File: config.mk
export PLATFORM = sky130hd
export DESIGN_NAME = bus_attr_gate
export DESIGN_NICKNAME = d
export VERILOG_FILES = /design/src/rtl/bag_pkg.sv /design/src/rtl/bag_ctrl.sv /design/src/rtl/bag_data.sv /design/src/rtl/bus_attr_gate.sv
export SDC_FILE = /design/constraint.sdc
export NUM_CORES = 1
export LEC_CHECK = 0
export ABC_CLOCK_PERIOD_IN_PS = 1300
export CAP_MARGIN = 5
export CORE_MARGIN = 4
export CORE_UTILIZATION = 22
export DETAILED_ROUTE_END_ITERATION = 12
export PLACE_DENSITY = 0.88
export SLEW_MARGIN = 20
export SYNTH_ARGS = -nofsm -noshare
export SYNTH_HDL_FRONTEND = slang
export SYNTH_HIERARCHICAL = 1
export SYNTH_SLANG_ARGS = --single-unit
File: constraint.sdc
create_clock -name clk -period 1.3 [get_ports clk]
set_input_delay 0.195 -clock clk [delete_from_list [all_inputs] [get_ports clk]]
set_output_delay 0.195 -clock clk [all_outputs]
set_load 0.005 [all_outputs]
File: src/rtl/bag_pkg.sv
package bag_pkg;
  parameter int unsigned BAG_CID_W = 4;

  typedef struct packed {
    logic                 tagSec;
    logic                 tagPriv;
    logic [BAG_CID_W-1:0] tagCid;
    logic                 slvGrant;
  } bag_strobe_t;
endpackage

File: src/rtl/bag_ctrl.sv
module bag_ctrl
  import bag_pkg::*;
#(
  parameter int unsigned CFG_W = 8
) (
  input  logic             clk,
  input  logic             rstN,
  input  logic             cfgWe,
  input  logic             cfgSel,
  input  logic [CFG_W-1:0] cfgWdata,
  input  logic             cfgSec,
  input  logic             cfgPriv,
  input  logic             slvValid,
  input  logic             slvSec,
  input  logic             slvPriv,
  output bag_strobe_t      strobes,
  output logic             illegalPulse
);
  localparam int unsigned CID_W    = BAG_CID_W;
  localparam int unsigned PRIV_BIT = CID_W;
  localparam int unsigned SEC_BIT  = CID_W + 1;
  localparam int unsigned FREQ_SEC  = 0;
  localparam int unsigned FREQ_PRIV = 1;

  logic             tagSecQ, tagPrivQ;
  logic [CID_W-1:0] tagCidQ;
  logic             reqSecQ, reqPrivQ;
  logic             illegalQ;

  logic cfgOk, cfgDrop, tagWr, filtWr, grant, slvDeny;

  always_comb begin
    cfgOk   = cfgSec & cfgPriv;
    cfgDrop = cfgWe & ~cfgOk;
    tagWr   = cfgWe & cfgOk & ~cfgSel;
    filtWr  = cfgWe & cfgOk & cfgSel;
    grant   = (~reqSecQ | slvSec) & (~reqPrivQ | slvPriv);
    slvDeny = slvValid & ~grant;
  end

  always_ff @(posedge clk or negedge rstN) begin
    if (!rstN) begin
      tagSecQ  <= 1'b0;
      tagPrivQ <= 1'b0;
      tagCidQ  <= '0;
    end else if (tagWr) begin
      tagSecQ  <= cfgWdata[SEC_BIT];
      tagPrivQ <= cfgWdata[PRIV_BIT];
      tagCidQ  <= cfgWdata[CID_W-1:0];
    end
  end

  always_ff @(posedge clk or negedge rstN) begin
    if (!rstN) begin
      reqSecQ  <= 1'b0;
      reqPrivQ <= 1'b0;
    end else if (filtWr) begin
      reqSecQ  <= cfgWdata[FREQ_SEC];
      reqPrivQ <= cfgWdata[FREQ_PRIV];
    end
  end

  always_ff @(posedge clk or negedge rstN) begin
    if (!rstN) illegalQ <= 1'b0;
    else       illegalQ <= slvDeny | cfgDrop;
  end

  always_comb begin
    strobes.tagSec   = tagSecQ & reqSecQ;
    strobes.tagPriv  = tagPrivQ;
    strobes.tagCid   = tagCidQ;
    strobes.slvGrant = grant;
  end

  assign illegalPulse = illegalQ;

  // reset clears the tag and filter words
  a_r1_reset_open: assert property (@(posedge clk)
    !rstN |=> (!tagSecQ && !tagPrivQ && tagCidQ == '0 && !reqSecQ && !reqPrivQ));

  // a dropped configuration write leaves both words stable
  a_r8_cfg_guard: assert property (@(posedge clk) disable iff (!rstN)
    (cfgWe && !(cfgSec && cfgPriv)) |=>
      $stable({tagSecQ, tagPrivQ, tagCidQ, reqSecQ, reqPrivQ}));

  // a dropped configuration write is flagged
  a_r8_cfg_flag: assert property (@(posedge clk) disable iff (!rstN)
    (cfgWe && !(cfgSec && cfgPriv)) |=> illegalPulse);

  // a refused slave access is flagged next cycle
  a_r7_deny_flag: assert property (@(posedge clk) disable iff (!rstN)
    (slvValid && !strobes.slvGrant) |=> illegalPulse);

  // no pulse without a refused access the cycle before
  a_r7_no_spurious: assert property (@(posedge clk) disable iff (!rstN)
    (!slvValid && !cfgWe) |=> !illegalPulse);
endmodule

File: src/rtl/bag_data.sv
module bag_data
  import bag_pkg::*;
#(
  parameter int unsigned ADDR_W = 16,
  parameter int unsigned DATA_W = 32
) (
  input  logic                 clk,
  input  logic                 rstN,
  input  bag_strobe_t          strobes,
  input  logic                 mstValidIn,
  input  logic [ADDR_W-1:0]    mstAddrIn,
  output logic                 mstValidOut,
  output logic [ADDR_W-1:0]    mstAddrOut,
  output logic                 mstSecOut,
  output logic                 mstPrivOut,
  output logic [BAG_CID_W-1:0] mstCidOut,
  input  logic                 slvValid,
  input  logic                 slvWrite,
  input  logic [ADDR_W-1:0]    slvAddr,
  input  logic [DATA_W-1:0]    slvWdata,
  output logic [DATA_W-1:0]    slvRdata,
  output logic                 perValid,
  output logic                 perWrite,
  output logic [ADDR_W-1:0]    perAddr,
  output logic [DATA_W-1:0]    perWdata,
  input  logic [DATA_W-1:0]    perRdata
);
  always_comb begin
    mstValidOut = mstValidIn;
    mstAddrOut  = mstAddrIn;
    mstSecOut   = strobes.tagSec;
    mstPrivOut  = strobes.tagPriv;
    mstCidOut   = strobes.tagCid;
  end

  always_comb begin
    perValid = slvValid & strobes.slvGrant;
    perWrite = slvWrite;
    perAddr  = slvAddr;
    perWdata = slvWdata;
    slvRdata = (perValid && !slvWrite) ? perRdata : '0;
  end

  // no data leaks back unless the access was forwarded
  a_r7_zero_read: assert property (@(posedge clk) disable iff (!rstN)
    !perValid |-> slvRdata == '0);

  // the master request passes through in the same cycle
  a_r9_same_cycle: assert property (@(posedge clk) disable iff (!rstN)
    mstValidOut == mstValidIn);
endmodule

File: src/rtl/bus_attr_gate.sv
module bus_attr_gate
  import bag_pkg::*;
#(
  parameter int unsigned ADDR_W = 16,
  parameter int unsigned DATA_W = 32,
  parameter int unsigned CFG_W  = 8
) (
  input  logic                 clk,
  input  logic                 rstN,
  input  logic                 cfgWe,
  input  logic                 cfgSel,
  input  logic [CFG_W-1:0]     cfgWdata,
  input  logic                 cfgSec,
  input  logic                 cfgPriv,
  input  logic                 mstValidIn,
  input  logic [ADDR_W-1:0]    mstAddrIn,
  output logic                 mstValidOut,
  output logic [ADDR_W-1:0]    mstAddrOut,
  output logic                 mstSecOut,
  output logic                 mstPrivOut,
  output logic [BAG_CID_W-1:0] mstCidOut,
  input  logic                 slvValid,
  input  logic                 slvWrite,
  input  logic [ADDR_W-1:0]    slvAddr,
  input  logic [DATA_W-1:0]    slvWdata,
  input  logic                 slvSec,
  input  logic                 slvPriv,
  output logic [DATA_W-1:0]    slvRdata,
  output logic                 perValid,
  output logic                 perWrite,
  output logic [ADDR_W-1:0]    perAddr,
  output logic [DATA_W-1:0]    perWdata,
  input  logic [DATA_W-1:0]    perRdata,
  output logic                 illegalPulse
);
  bag_strobe_t strobes;

  bag_ctrl #(.CFG_W(CFG_W)) ctrl_i (
    .clk(clk), .rstN(rstN),
    .cfgWe(cfgWe), .cfgSel(cfgSel), .cfgWdata(cfgWdata),
    .cfgSec(cfgSec), .cfgPriv(cfgPriv),
    .slvValid(slvValid), .slvSec(slvSec), .slvPriv(slvPriv),
    .strobes(strobes), .illegalPulse(illegalPulse)
  );

  bag_data #(.ADDR_W(ADDR_W), .DATA_W(DATA_W)) data_i (
    .clk(clk), .rstN(rstN), .strobes(strobes),
    .mstValidIn(mstValidIn), .mstAddrIn(mstAddrIn),
    .mstValidOut(mstValidOut), .mstAddrOut(mstAddrOut),
    .mstSecOut(mstSecOut), .mstPrivOut(mstPrivOut), .mstCidOut(mstCidOut),
    .slvValid(slvValid), .slvWrite(slvWrite), .slvAddr(slvAddr),
    .slvWdata(slvWdata), .slvRdata(slvRdata),
    .perValid(perValid), .perWrite(perWrite), .perAddr(perAddr),
    .perWdata(perWdata), .perRdata(perRdata)
  );
endmodule

# == After elaboration in Yosys (flattened, before gate mapping) ==
# Cells that the tools add are included.
# Widths: inputs -> output; s select.
# totals
out_inout_bits,106
regBits,9
inputBits,115
word_cells,26
# classes
muxes,1
n_bitwise,17
n_reduce_logical,2
# op_table
op,count
$mux 32,1
$and 1x1->1,9
$not 1->1,5
$or 1x1->1,3
$logic_and 1x1->1,1
$logic_not 1->1,1

# == Longest topological paths before layout ==
# Gate-level depths: netlist of the first run.
# logic_depth
word_depth,6
ltp_mapped,5
depth_no_buf,3

# == Modules after synthesis ==
# The synthesis of the first run kept the hierarchy.
# modules_own_cells
mod,seq_area_each_um2,cells_per_inst,instances,area_per_inst_um2
bag_data,0.0,114,1,929.6
bag_ctrl,225.2,29,1,397.9

# == Worst setup path after synthesis of the first run ==
# Ideal clock, no wire load.
# synth_timing
path_kind,register -> output
start,register ctrl_i.reqSecQ
end,output port slvRdata[10]
path_buffers,2
path_stages_with_launch,5
required_time_ns,1.105
arrival_time_ns,1.039
slack_ns,0.066
cell_sequence,dfrtp_1 > a22oi_1 > buf_4 > buf_4 > and4b_1
# synth_between
elab_chain_len,6
# synth_lines
element,line,source
"start, declared",bag_ctrl.sv:27,"logic reqSecQ, reqPrivQ;"
"start signal, assigned",bag_ctrl.sv:58,reqSecQ <= cfgWdata[FREQ_SEC];
$not 1->1,bag_ctrl.sv:37,grant = (~reqSecQ | slvSec) & (~reqPrivQ | slvPriv);
$or 1x1->1,bag_ctrl.sv:37,
$and 1x1->1,bag_ctrl.sv:37,
named net ctrl_i.grant,bag_ctrl.sv:30,"logic cfgOk, cfgDrop, tagWr, filtWr, grant, slvDeny;"
$and 1x1->1,bag_data.sv:37,perValid = slvValid & strobes.slvGrant;
$logic_and 1x1->1,bag_data.sv:41,slvRdata = (perValid && !slvWrite) ? perRdata : '0;
$mux 32,bag_data.sv:41,
"end, declared",bus_attr_gate.sv:28,"output logic [DATA_W-1:0] slvRdata,"
# The timed path passes the listed nets, and every way through them passes these cells.

==> flow_metrics.py, run 1 <==
metrics = {
    "routing": {
        "maxUsedRoutingLayer": "met4",
        "wire_per_inst_microns": 16.4,
        "via_count": 1102,
        "drt-initial-drc-count": 15,
        "totalWireLength_microns": 4110,
        "wl_met2_microns": 1960,
        "wl_met3_microns": 414,
        "firstDrtPassIters": 3,
        "drc_errors": 0,
        "ant_nets": 0,
        "wl_met1_microns": 1570,
        "viasPerCell": 4.39,
    },
    "synthesis": {
        "synth_common_cells": "buf_4 (80), and4b_1 (30), dfrtp_1 (9), mux2_2 (8)",
        "yosysMostFrequentCell": "buf_4",
        "synth_area_sq_um": 1330,
        "async_flop_share": 1.00,
        "synth_top_cell_area_share": 0.452,
        "synth_flop_cell": "dfrtp_1",
        "ys_types": 13,
        "synth_edf_count": 0,
        "yosys.area.top_type": "buf_4",
        "syn_area_per_cell_sq_um": 9.28,
        "ys_seq_area_frac": 0.170,
        "ys_ff_latch": 9,
        "syn-num-nets": 258,
        "netlist_instances": 143,
        "yosys_warnings": 6,
        "synthTopCellsByArea": "buf_4 (45%), and4b_1 (23%), dfrtp_1 (17%)",
    },
    "pwr": {
        "p_leak_nw": 0.973,
        "intPower_mw": 1.11,
        "switching_share": 0.272,
        "power_frac_comb": 0.543,
        "p_per_area_nw_per_um2": 826,
        "p_seq_frac": 0.242,
        "power_mw": 1.53,
        "p_sw_uw": 415,
        "clkPwrFrac": 0.214,
        "ir_worst_vdd_mv": 1.02,
    },
    "cells_and_area": {
        "fin_cells": 251,
        "fin_nets": 292,
        "area_growth_pct": 39.0,
        "fillers": 616,
        "drive_above_1_share": 0.415,
        "diodes": 0,
    },
    "setup_path": {
        "critical_path.max_fanout": 7,
        "start_kind": "flop",
        "crit_top_cell": "buf_6",
        "cp-end-kind": "output pin",
        "critical_path_class": "flop to output pin",
        "worst-path-stages": 7,
        "r2r_cells": 6,
        "crit_path_start": "ctrl_i/reqSecQ",
        "crit_required_ps": 1110,
        "cp_top_family": "buffers and inverters",
        "cpPeakStageDelay_ps": 390,
        "rr_startpoint": "ctrl_i/reqSecQ",
        "arrival_ps": 1570,
        "path_buf_inv": 5,
        "worst_path_max_delay_cell": "dfrtp_1",
        "cp_cell_sequence": "a22oi_2 > buf_6 > buf_12 > buf_8 > buf_6 > and4b_1 > buf_2",
    },
    "worst_hold_path": {
        "hold_path_class": "input port to asynchronous set/reset pin",
    },
    "sta": {
        "layout_min_cycle_time_ps": 1760,
        "fin_setup_tns_ps": -13110,
        "setup_violations": 34,
        "finClkSkew_ps": 4.06,
        "period_share": 1.36,
        "fmax_ghz": 0.568,
        "rsz0062_at_grt": "yes",
        "maxSlewViolCount": 0,
        "hold_violations": 0,
        "max_slew_margin": 0.727,
        "setup_slack_ps": -462,
        "tightest_slew_ps": 409,
        "whs_ps": 258,
    },
    "flow_run": {
        "maxCapViolations": 0,
    },
    "run_status": {
        "status": "finished, violations left",
        "violations": "setup timing",
    },
    "clocking": {
        "cts_sinks": 9,
        "htreeDepth": 1,
        "clock_latency_ps": 230,
        "clk_pin_slew_worst_paths_ps": 50,
        "root_buffer": "clkbuf_8",
        "holdBufCountCts": 0,
        "cts_inserted_buffers": 3,
        "cts_tree": "yes",
        "clockBufferDepth": 2,
    },
    "grt": {
        "grt_usage": 0.103,
        "grt_max_degree": 35,
        "grt-ovfl-total": 0,
        "first_global_vias": 1106,
        "grt_pass1_wl_microns": 5960,
        "antenna_found_initial": 0,
    },
    "floorplanning": {
        "die_h_microns": 85.7,
        "core_area_sq_um": 5890,
        "dieArea_sq_um": 7340,
        "die_w_microns": 85.7,
        "row_count": 28,
        "initial_core_util": 0.226,
        "pin_count": 221,
    },
    "placement": {
        "gp_congestion": 0.689,
        "port_buffers": 88,
        "dp.cells": 229,
    },
}
flip-flops by register name, summed over array words and instances, names as in the netlist:
signal,flops
ctrl_i/illegalPulse,1
ctrl_i/tagCidQ,4
ctrl_i/reqPrivQ,1
ctrl_i/tagSecQ,1
ctrl_i/tagPrivQ,1
ctrl_i/reqSecQ,1
power by group through the flow:
stage,Clock [mW],Combinational [mW],Sequential [mW]
final,0.327,0.828,0.370
after global routing,0.354,0.900,0.377
after CTS,0.337,0.865,0.372
after detailed placement,0,0.630,0.376
after global placement,0,0.617,0.373
after floorplan,0,0.446,0.364
cell usage in the layout, fill, tap and decap left out:
cell type and instances:
nand4b_4 1, buf_6 11, dlymetal6s2s_1 3, o21ai_1 1
nand4_1 1, and2_1 2, dlygate4sd2_1 2, and4b_2 2
buf_12 3, and4b_1 30, clkbuf_1 1, clkdlybuf4s50_1 48
inv_1 3, buf_4 8, dfrtp_1 9, clkbuf_8 3
nand2_1 2, a22oi_2 1, buf_8 2, clkbuf_2 1
mux2_2 8, clkdlybuf4s15_1 1, buf_2 33
cells by family (layout without fill, tap and decap cells):
logic type / after synthesis / in the layout / synth area share
AOI/OAI and AO/OA: 2 / 2 / 0.00942
buffers and inverters: 86 / 119 / 0.472
DFF: 9 / 9 / 0.170
and+or+nand+nor: 38 / 38 / 0.281
muxes: 8 / 8 / 0.0679
worst reg2reg max path: cells and delay by family, from the launching register on:
| kind | cells | cell delay [ps] |
|---|---|---|
| flops | 1 | 390 |
| compound gates | 2 | 260 |
| buf+inv | 4 | 460 |
through the flow:
| stage | utilization | worst slack [ps] | area (sq um) |
|---|---|---|---|
| floorplan | - | 66.1 | 1330 |
| global placement | 0.299 | -717 | 1760 |
| detailed placement | 0.299 | -740 | 1760 |
| CTS | 0.313 | -455 | 1840 |
| global route | 0.314 | -550 | 1850 |
| finish | 0.314 | -462 | 1850 |
layout make-up:
cell class                 count  area (sq um)  area share
sequential                     9           225       0.122
timing repair buffer         112           990       0.536
clock buffer                   4          45.0      0.0244
multi-input combinational     48           480       0.260
inverter                       3          11.3     0.00610
tap                           75          93.8      0.0508
path summary, 6_finish.rpt:
| path | end | slack (ps) |
|---|---|---|
| min in group clk | mstAddrOut[10] | 390 |
| max in group asynchronous | ctrl_i/reqPrivQ | 750 |
| worst max-delay path | slvRdata[6] | -460 |
| worst min register to register | ctrl_i/tagSecQ | 490 |
| worst max register to register | ctrl_i/illegalPulse | 70 |
| worst min-delay path | ctrl_i/tagPrivQ | 260 |
metal layers:
| metal | vias up | track usage |
|---|---|---|
| met1 | 504 | 0.121 |
| met3 | 31 | 0.0298 |
| met5 | - | 0 |
| met4 | 0 | 0.0561 |
| met2 | 72 | 0.167 |
| li1 | 495 | - |
what timing repair did:
action | 4_1_cts | 5_1_grt
setup buffers | 12 | 6
gates resized for setup | 152 | 11
pin swaps | 26 | 7
setup endpoints to repair | 35 | 39
cloned | 3 | 0
Note: power is estimated with default switching activity, not from simulation.
==> run 2, diff against run 1 <==
--- a/config.mk
+++ b/config.mk
@@ -7,10 +7,13 @@
 export LEC_CHECK = 0
 export ABC_CLOCK_PERIOD_IN_PS = 1300
 export CAP_MARGIN = 5
+export CELL_PAD_IN_SITES_DETAIL_PLACEMENT = 2
+export CELL_PAD_IN_SITES_GLOBAL_PLACEMENT = 2
 export CORE_MARGIN = 4
-export CORE_UTILIZATION = 22
+export CORE_UTILIZATION = 10
+export CTS_CLUSTER_SIZE = 40
 export DETAILED_ROUTE_END_ITERATION = 12
-export PLACE_DENSITY = 0.88
+export PLACE_DENSITY_LB_ADDON = 0.15
 export SLEW_MARGIN = 20
 export SYNTH_ARGS = -nofsm -noshare
 export SYNTH_HDL_FRONTEND = slang
==> run 2 against run 1 <==
  * The flow still finishes with violations (setup timing)
  * Largest cell class unchanged
  * Non-clock buffer count is 5 lower
  * Clock skew is 3.2 ps lower
  * Global-route usage is 4.0 points lower
  * Via count is 4.4% lower
  * Flip-flop and latch count stayed put
  * Sequential share of layout area is 0.92 points lower
  * Sequential power hardly changed
  * Register-to-register slack better by 100 ps
  * Critical path depth is 1 lower
  * Maximum frequency is 4.8% higher
  * Critical path type unchanged
  * First-iteration DRC count is 47% higher
==> flow_metrics.py, run 2 (synthesized netlist as in run 1, its figures left out) <==
metrics = {
    "pwr": {
        "p_leak_nw": 0.993,
        "power_mw": 1.67,
        "p_per_area_nw_per_um2": 839,
        "ir_worst_vdd_mv": 0.302,
    },
    "floorplanning": {
        "core_area_sq_um": 12800,
        "row_count": 41,
        "pin_count": 221,
        "initial_core_util": 0.104,
        "die_w_microns": 123,
        "dieArea_sq_um": 15200,
        "die_h_microns": 123,
    },
    "setup_path": {
        "cpPeakStageDelay_ps": 380,
        "cp-end-kind": "output pin",
        "critical_path_class": "flop to output pin",
        "arrival_ps": 1490,
        "crit_top_cell": "buf_6",
        "worst_path_max_delay_cell": "dfrtp_1",
        "crit_required_ps": 1110,
        "start_kind": "flop",
        "critical_path.max_fanout": 5,
        "cp_cell_sequence": "a22oi_2 > buf_4 > buf_6 > buf_6 > and4b_1 > buf_2",
    },
    "run_status": {
        "violations": "setup timing",
        "status": "finished, violations left",
    },
    "sta": {
        "setup_violations": 33,
        "rsz0062_at_grt": "yes",
        "finClkSkew_ps": 0.909,
        "maxSlewViolCount": 0,
        "setup_slack_ps": -382,
        "fmax_ghz": 0.595,
        "whs_ps": 265,
        "period_share": 1.29,
        "hold_violations": 0,
        "max_slew_margin": 0.726,
        "layout_min_cycle_time_ps": 1680,
        "tightest_slew_ps": 410,
    },
    "routing": {
        "drt-initial-drc-count": 22,
        "via_count": 1053,
        "totalWireLength_microns": 5020,
        "ant_nets": 0,
        "viasPerCell": 3.07,
        "wire_per_inst_microns": 14.6,
        "firstDrtPassIters": 3,
        "drc_errors": 0,
    },
    "clocking": {
        "cts_sinks": 9,
        "clockBufferDepth": 2,
        "htreeDepth": 1,
        "root_buffer": "clkbuf_16",
        "clock_latency_ps": 230,
        "clk_pin_slew_worst_paths_ps": 40,
        "cts_tree": "yes",
        "cts_inserted_buffers": 3,
    },
    "grt": {
        "top_usage_layer": "met2",
        "grt_pass1_wl_microns": 7360,
        "use_met2": 0.107,
        "first_global_vias": 1252,
        "grt-ovfl-total": 0,
        "grt_max_degree": 35,
        "use_met1": 0.0715,
        "antenna_found_initial": 0,
        "grt_util_met3": 0.0224,
        "grt_usage": 0.0626,
    },
    "flow_run": {
        "maxCapViolations": 0,
    },
    "placement": {
        "placed_cell_area_sq_um": 1880,
        "port_buffers": 88,
        "dp_hpwl_microns": 3620,
        "gp_congestion": 0.644,
        "dp.cells": 325,
    },
    "cells_and_area": {
        "layout_common_cells": "clkdlybuf4s50_1 (46), buf_2 (31), and4b_1 (30)",
        "fin_nets": 287,
        "top_register": "ctrl_i/tagCidQ",
        "post-route-util": 0.156,
        "final_common_cell": "clkdlybuf4s50_1",
        "fin_area_sq_um": 2000,
        "largest_reg_flops": 4,
        "fin_cells": 343,
        "drive_above_1_share": 0.421,
        "area_growth_pct": 50.3,
        "diodes": 0,
    },
    "worst_hold_path": {
        "hold_path_class": "input port to asynchronous set/reset pin",
    },
}
run 2: worst paths after layout:
kind                                       from             endpoint  slack, ps  cells after the start
min in group clk                  mstAddrIn[15]       mstAddrOut[15]        390                      0
worst max register to register   ctrl_i/reqSecQ  ctrl_i/illegalPulse        170                      5
worst max-delay path             ctrl_i/reqSecQ         slvRdata[22]       -380                      6
worst min-delay path                       rstN    ctrl_i/tagCidQ[2]        270                      1
max in group asynchronous                  rstN       ctrl_i/reqSecQ        750                      1
worst min register to register  ctrl_i/tagPrivQ      ctrl_i/tagPrivQ        510                      1
run 2: per-stage QoR:
stage	setup slack, ps	setup TNS [ps]
after floorplan	66.1	0
after global placement	-780	-25720
after detailed placement	-812	-26930
after CTS	-428	-11770
after global routing	-500	-13590
final	-382	-9930
run 2: layer usage:
metal / routed length, microns / share of wire
met1: 1890 / 0.38
met2: 2440 / 0.49
met3: 615 / 0.12
met4: 69 / 0.014
met5: 0 / 0
run 2: layout make-up:
class                   instances  area (sq um)
fillers                      1488         10800
well taps                     172           215
flip-flops and latches          9           225
repair buffers                107           980
inverters                       3          11.3
clock buffers                   4          78.8
multi-input cells              48           485
run 2: where the power goes:
part | internal, mW | switching [mW] | total [mW] | leakage, nW
registers | 0.341 | 0.0321 | 0.373 | 0.108
clock network | 0.409 | 0.122 | 0.530 | 0.0382
logic | 0.504 | 0.268 | 0.772 | 0.847
total | 1.25 | 0.421 | 1.67 | 0.993
run 2: critical path: cells and delay by family (launching register included):
kind                   cells  cell delay, ps
flip-flops                 1             380
buffers and inverters      4             470
AO/OA/AOI/OAI              1             190
AND/OR/NAND/NOR            1             200
run 2: repair_timing:
item,4_1_cts,5_1_grt
setup buffers,11,0
pin swaps,33,1
gates resized for setup,160,6
endpoints found under the setup margin,36,39
gates cloned,5,0
hold buffers,0,0
